File: src/rtl/mfm_sync_pkg.sv
package mfm_sync_pkg;

  // Strobes from the lock controller to the shift datapath
  typedef struct packed {
    logic shift;     // take bitIn into the shift register
    logic emit;      // publish the assembled word
    logic emitSync;  // the published word is a sync match
  } ctlStrobes_t;

  typedef enum logic {
    ST_SEARCH = 1'b0,
    ST_LOCKED = 1'b1
  } lockState_t;

endpackage

File: src/rtl/mfm_shift_path.sv
module mfm_shift_path
  import mfm_sync_pkg::*;
#(
  parameter int unsigned WORD_W = 16,
  parameter logic [WORD_W-1:0] SYNC_WORD = 16'h4489
) (
  input  logic              clk,
  input  logic              rst,
  input  logic              bitIn,
  input  ctlStrobes_t       ctl,
  output logic              patHit,
  output logic [WORD_W-1:0] dataOut,
  output logic              dmaReq,
  output logic              wordSync
);

  logic [WORD_W-1:0] shiftReg;
  logic [WORD_W-1:0] shiftNext;

  // Window as it will look once the current bit is taken
  assign shiftNext = {shiftReg[WORD_W-2:0], bitIn};
  assign patHit    = (shiftNext == SYNC_WORD);

  always_ff @(posedge clk) begin
    if (rst) begin
      shiftReg <= '0;
      dataOut  <= '0;
      dmaReq   <= 1'b0;
      wordSync <= 1'b0;
    end else begin
      dmaReq   <= ctl.emit;
      wordSync <= ctl.emit & ctl.emitSync;
      if (ctl.shift) shiftReg <= shiftNext;
      if (ctl.emit)  dataOut  <= shiftNext;
    end
  end

  // a flagged word is always the sync pattern
  a_r6_sync_value: assert property (@(posedge clk) disable iff (rst)
    wordSync |-> (dmaReq && dataOut == SYNC_WORD));

  // output word only moves when a request is raised
  a_r5_hold: assert property (@(posedge clk) disable iff (rst)
    !dmaReq |-> $stable(dataOut));

endmodule

File: src/rtl/mfm_lock_ctrl.sv
module mfm_lock_ctrl
  import mfm_sync_pkg::*;
#(
  parameter int unsigned WORD_W = 16
) (
  input  logic        clk,
  input  logic        rst,
  input  logic        bitStrobe,
  input  logic        syncEnable,
  input  logic        patHit,
  output ctlStrobes_t ctl
);

  localparam int unsigned CNT_W = (WORD_W > 2) ? $clog2(WORD_W) : 1;
  localparam logic [CNT_W-1:0] LAST_BIT = CNT_W'(WORD_W - 1);

  lockState_t       lockState;
  logic [CNT_W-1:0] bitCnt;
  logic             syncHit;
  logic             wordDone;
  logic             lastBit;

  assign lastBit  = (bitCnt == LAST_BIT);
  assign syncHit  = bitStrobe & syncEnable & patHit;
  assign wordDone = bitStrobe & (lockState == ST_LOCKED) & lastBit & ~syncHit;

  always_comb begin
    ctl          = '0;
    ctl.shift    = bitStrobe;
    ctl.emit     = syncHit | wordDone;
    ctl.emitSync = syncHit;
  end

  always_ff @(posedge clk) begin
    if (rst) begin
      lockState <= ST_SEARCH;
      bitCnt    <= '0;
    end else if (syncHit) begin
      lockState <= ST_LOCKED;
      bitCnt    <= '0;
    end else if (bitStrobe && lockState == ST_LOCKED) begin
      bitCnt <= lastBit ? '0 : bitCnt + 1'b1;
    end
  end

  // while searching only a sync match may publish a word
  a_r3_search_quiet: assert property (@(posedge clk) disable iff (rst)
    (lockState == ST_SEARCH && ctl.emit) |-> ctl.emitSync);

  // a sync match leaves the controller locked with a fresh count
  a_r1_restart: assert property (@(posedge clk) disable iff (rst)
    syncHit |=> (lockState == ST_LOCKED && bitCnt == '0));

  // a match is never honoured when matching is disabled
  a_r9_gated: assert property (@(posedge clk) disable iff (rst)
    ctl.emitSync |-> syncEnable);

endmodule

File: src/rtl/mfm_sync_assembler.sv
module mfm_sync_assembler
  import mfm_sync_pkg::*;
#(
  parameter int unsigned WORD_W = 16,
  parameter logic [WORD_W-1:0] SYNC_WORD = 16'h4489
) (
  input  logic              clk,
  input  logic              rst,
  input  logic              bitStrobe,
  input  logic              bitIn,
  input  logic              syncEnable,
  output logic [WORD_W-1:0] dataOut,
  output logic              dmaReq,
  output logic              wordSync
);

  ctlStrobes_t ctl;
  logic        patHit;

  mfm_lock_ctrl #(
    .WORD_W(WORD_W)
  ) i_ctrl (
    .clk       (clk),
    .rst       (rst),
    .bitStrobe (bitStrobe),
    .syncEnable(syncEnable),
    .patHit    (patHit),
    .ctl       (ctl)
  );

  mfm_shift_path #(
    .WORD_W   (WORD_W),
    .SYNC_WORD(SYNC_WORD)
  ) i_path (
    .clk     (clk),
    .rst     (rst),
    .bitIn   (bitIn),
    .ctl     (ctl),
    .patHit  (patHit),
    .dataOut (dataOut),
    .dmaReq  (dmaReq),
    .wordSync(wordSync)
  );

  // a request follows the strobe that completed the word
  a_r4_after_strobe: assert property (@(posedge clk) disable iff (rst)
    dmaReq |-> $past(bitStrobe));

  // the cycle after reset shows a cleared output
  a_r10_reset_clear: assert property (@(posedge clk)
    $past(rst) |-> (!dmaReq && !wordSync && dataOut == '0));

endmodule

File: config.mk
export PLATFORM = sky130hd
export DESIGN_NAME = mfm_sync_assembler
export DESIGN_NICKNAME = d
export VERILOG_FILES = /design/src/rtl/mfm_sync_pkg.sv /design/src/rtl/mfm_shift_path.sv /design/src/rtl/mfm_lock_ctrl.sv /design/src/rtl/mfm_sync_assembler.sv
export SDC_FILE = /design/constraint.sdc
export NUM_CORES = 1
export LEC_CHECK = 0
export ABC_AREA = 1
export BUFFER_PORTS_ARGS = -buffer_cell sky130_fd_sc_hd__buf_2
export CORE_ASPECT_RATIO = 1.25
export CORE_MARGIN = 2
export CORE_UTILIZATION = 55
export CTS_CLUSTER_SIZE = 24
export DETAILED_ROUTE_END_ITERATION = 12
export GPL_TIMING_DRIVEN = 0
export HOLD_SLACK_MARGIN = 0.15
export PLACE_DENSITY = 0.78
export REMOVE_ABC_BUFFERS = 1
export SYNTH_ARGS = -nofsm -noshare
export SYNTH_HDL_FRONTEND = slang
export SYNTH_SLANG_ARGS = --single-unit
File: constraint.sdc
create_clock -name clk -period 1.9 [get_ports clk]
set_clock_uncertainty 0.2 [all_clocks]
set_input_delay 0.095 -clock clk [delete_from_list [all_inputs] [get_ports clk]]
set_output_delay 0.095 -clock clk [all_outputs]
set_load 0.02 [all_outputs]
Yosys cells after proc, flatten, opt, wreduce, memory -nomap -nowiden. Cells that the tools add are included.

Register bits: 38. Bits in latches: 0. Memory bits (writable): 0. Bits in read-only memories: 0. Bits of input ports: 5. Word-level logic and storage cells: 20. Memories kept: 0.

$add $sub $neg: 1. Multipliers: 0. Div/mod/pow operators: 0. Magnitude comparators: 0. Equal/unequal tests: 2. Shift-type cells: 0. Multiplexer cells: 1. Bitwise logic cells: 8. Reduce and logical (&&, ||, !) cells: 2.

Operators with widths (count): $eq 16x15->1 const B (1); $and 1x1->1 (6); $add 4x1->4 const B (1); $eq 4x4->1 const B (1); $mux 4 (1); $reduce_or 2->1 (1); $logic_and 1x1->1 (1); $not 1->1 (1); $or 1x1->1 (1).

Logic depth before layout (Yosys ltp).
Depth in word-level cells: 6. Mapped depth: 9. Mapped depth without buffers: 8.

Cells and area by module. Synthesis repeated with hierarchy kept, for this count alone.

Cells, all modules: 185. Area, all modules: 1657.8 um^2.

By module, submodules not included: mfm_shift_path (times used 1, cells each 146, area an instance 1360.1 um^2, sequential area each 660.6 um^2); mfm_lock_ctrl (times used 1, cells each 39, area an instance 297.8 um^2, sequential area each 100.1 um^2).

Worst setup path after synthesis. OpenSTA, ideal clock, no wires.

Kind: reg-to-reg. Start point: register i_ctrl.bitCnt[1]. End point: register i_path.dataOut[1]. Library setup time: 0.115 ns. Data arrival time: 1.264 ns. Required time: 1.585 ns. Path slack: 0.321 ns. Cell stages (with the launch flop): 8. Path buffers: 2. Period minus slack after synthesis: 1.579 ns. Path through: dfxtp_1 -> ha_1 -> nand3_1 -> or2_1 -> buf_6 -> buf_4 -> a21oi_1 -> nor2_1.

Cells in the longest elaborated chain, start to end: 4.

RTL lines: start, declared (RTL line mfm_lock_ctrl.sv:18) `logic [CNT_W-1:0] bitCnt;`; start signal, assigned (RTL line mfm_lock_ctrl.sv:42) `bitCnt <= lastBit ? '0 : bitCnt + 1'b1;`; $eq 4x4->1 (RTL line mfm_lock_ctrl.sv:23) `assign lastBit = (bitCnt == LAST_BIT);`; $and 1x1->1 (2 in series) (RTL line mfm_lock_ctrl.sv:25) `assign wordDone = bitStrobe & (lockState == ST_LOCKED) & lastBit & ~syncHit;`; $or 1x1->1 (RTL line mfm_lock_ctrl.sv:30) `ctl.emit = syncHit | wordDone;`; end signal, assigned (RTL line mfm_shift_path.sv:34) `if (ctl.emit) dataOut <= shiftNext;`; end, declared (RTL line mfm_shift_path.sv:12) `output logic [WORD_W-1:0] dataOut,`.

No other way between the ends. A chain may end at the register's enable or synchronous reset.

Worst setup path after layout.
Start point: input port bitStrobe. End point: register i_path.dataOut[6].

Cells in the longest elaborated chain, start to end: 5. Elaborated cells between the ends (all ways): 7.

RTL lines: start, declared (RTL line mfm_sync_assembler.sv:9) `input logic bitStrobe,`; $and 1x1->1 (2 in series) (RTL line mfm_lock_ctrl.sv:24) `assign syncHit = bitStrobe & syncEnable & patHit;`; $not 1->1 (RTL line mfm_lock_ctrl.sv:25); $and 1x1->1 (RTL line mfm_lock_ctrl.sv:25); $or 1x1->1 * (RTL line mfm_lock_ctrl.sv:30).

Mark *: on every way between the ends. The rest lies on a longest branch, timed or not.

==> flow_metrics.py <==
metrics = {
    "floorplanning": {
        "die_area_sq_um": 3382,
        "rows": 21,
        "die_y_um": 64.52,
        "coreArea_sq_um": 2733,
        "pin_count": 23,
        "die_x_um": 52.42,
        "start_util": 0.5897,
    },
    "cells_and_area": {
        "area_delta_synth_final_pct": 13.43,
        "stdcell_count": 272,
        "design_area_sq_um": 1828,
        "fill_cells": 255,
        "insertedDiodeCount": 0,
        "nets": 243,
        "drive_above_1_share": 0.1933,
        "postLayoutCoreUtil": 0.6690,
    },
    "global_routing": {
        "grtUsageTotal": 0.1892,
        "antenna_found_initial": 0,
        "grt_start_max_net_pins": 38,
        "grt_overflow": 0,
        "grt_pass1_wl_um": 4767,
        "grt_pass1_vias": 1162,
    },
    "route": {
        "via_per_inst": 5.074,
        "drc": 0,
        "wl_um": 2940,
        "drt_pass1_iterations": 4,
        "vias": 1380,
        "ant_nets": 0,
        "wl_per_cell_um": 10.81,
        "drt_iter0_drc": 38,
    },
    "clocking": {
        "clkTransAtPathRegs_ps": 120,
        "ctsRootBufferMaster": "clkbuf_4",
        "cts_buffer_depth": 2,
        "cts.sinks": 38,
        "worstSkewPairLatency_ps": 350,
        "cts_tree": "done",
        "post-cts-setup-buffers": 0,
        "htreeDepth": 2,
        "cts_buffers": 5,
    },
    "placed_design": {
        "dp_slack_ps": -246.3,
        "place_congestion": 0.7222,
        "portBuffers": 22,
        "place_inst": 259,
        "detailed_place.area_sq_um": 1669,
        "hpwl_um": 1686,
    },
    "setup_path": {
        "cp-start-kind": "input port",
        "cp-end-kind": "register",
        "required_ps": 1940,
        "cp.arrival_ps": 1760,
        "path_max_fanout": 19,
        "crit_type": "in2reg",
    },
    "timing": {
        "rsz0062_at_grt": "false",
        "report.final.hold_viol_count": 0,
        "timing.final.crit_share": 0.9028,
        "setup-tns-final_ps": 0,
        "maxSlewViolCount": 0,
        "timing.final.ws_setup_ps": 184.7,
        "slew_headroom": 0.6717,
        "worstMarginPinSlew_ps": 491.5,
        "hold_ws_ps": 283.5,
        "setup_viol": 0,
        "fin_crit_ps": 1715,
        "max_freq_mhz": 583.0,
    },
    "synth": {
        "synth_seq_cells": 38,
        "synth_top_cells_by_count": "43 x nor2_1, 38 x dfxtp_1, 30 x nand2_1",
        "ys_async_sr_fraction": 0,
        "ys_warn_count": 0,
        "yosys.area_share.adder": 0.007764,
        "synth_xor_area_frac": 0,
        "synth_top_family_by_area": "simple AND/OR/NAND/NOR gates",
        "synth_compound_area_frac": 0.1312,
        "synth-simple-area-share": 0.2764,
        "synth_top_area_frac": 0.4720,
        "netlist.top_cell.by_area": "dfxtp_1",
        "synthFlopType": "dfxtp_1",
        "synthMuxAreaShare": 0,
        "syn_inst": 216,
        "yosysSeqAreaShare": 0.4720,
        "synth_area_sq_um": 1612,
        "synth_most_common_cell": "nor2_1",
        "synth_edf_count": 0,
        "syn-mean-instance-area_sq_um": 7.461,
        "yosysUniqueCellTypes": 22,
        "ys_top_cells_by_area": "dfxtp_1 47%, nor2_1 10%, a21oi_1 8.1%",
    },
    "power_and_ir_drop": {
        "leakage_nw": 0.9175,
        "power.total_mw": 1.449,
        "power.density_nw_per_um2": 792.5,
        "peakVddDrop_mv": 0.6391,
    },
    "run_status": {
        "outcome": "complete, no violations",
    },
    "hold_path": {
        "hp-class": "reg2reg",
    },
    "run": {
        "maxCapViolCount": 0,
    },
}
-- path summary, 6_finish.rpt --
check / from / end / slack, ps / cells after the start
min reg2reg: i_path.shiftReg[13] / i_path.shiftReg[14] / 280 / 2
min: i_path.shiftReg[13] / i_path.shiftReg[14] / 280 / 2
max reg2reg: i_path.shiftReg[6] / i_path.dataOut[6] / 260 / 5
max: bitStrobe / i_path.dataOut[6] / 180 / 7
-- what timing repair did --
item                       4_1_cts  5_1_grt
cloned                           0        1
setup endpoints to repair       21       21
hold endpoints to repair        20        3
hold buffers                     3        1
pin swaps                        0        1
gates resized for setup          2        6
-- cell families after synthesis --
| kind of cell | after synthesis |
|---|---|
| fa+ha+maj | 1 |
| simple gates | 99 |
| compound gates | 42 |
| buf+inv | 36 |
| flops | 38 |
-- final cells by class --
class | count | area [sq um] | area share
Inverter | 23 | 90.09 | 0.04928
Clock inverter | 3 | 40.04 | 0.02190
Tap cell | 34 | 42.54 | 0.02327
Multi-Input combinational cell | 143 | 704.4 | 0.3854
Clock buffer | 5 | 37.54 | 0.02053
Timing Repair Buffer | 26 | 152.6 | 0.08350
Sequential cell | 38 | 760.7 | 0.4162
-- state kept, by name, indices dropped and copies added, names as in the netlist --
signal	count
i_path.shiftReg	15
i_ctrl.lockState	1
i_path.wordSync	1
i_ctrl.bitCnt	4
i_path.dmaReq	1
i_path.dataOut	16
-- report_power, final --
| group | total (mW) | switching [mW] | internal [mW] |
|---|---|---|---|
| registers | 0.833 | 0.0174 | 0.816 |
| clock network | 0.544 | 0.272 | 0.273 |
| logic | 0.0714 | 0.0452 | 0.0262 |
-- layout by cell type, fill, tap and decap left out, drive strengths merged --
cell / count
dlygate4sd3: 4
bufinv: 1
nand3: 19
dfxtp: 38
clkinvlp: 1
nor3: 3
a21oi: 26
buf: 21
ha: 1
clkbuf: 6
nor2: 44
nand4: 1
o21ai: 15
clkinv: 2
inv: 22
nand2: 31
a31oi: 1
or2: 2
-- layer usage --
metal / routed length (um) / up-vias / part of all wire / global-route usage
met5: 0 / - / 0 / 0
met1: 1395 / 623 / 0.47 / 0.2309
li1: - / 729 / - / -
met4: 57 / 0 / 0.019 / 0.1250
met3: 127 / 5 / 0.043 / 0.04839
met2: 1359 / 23 / 0.46 / 0.2875
-- critical path: stages --
cell and delay, ps:
dlygate4sd3_1 520, clkbuf_4 250, nand2_1 120, nor2_2 230, nand3_4 260, a21oi_1 220, nor2_1 60
Power figures use the tool's default switching activity.
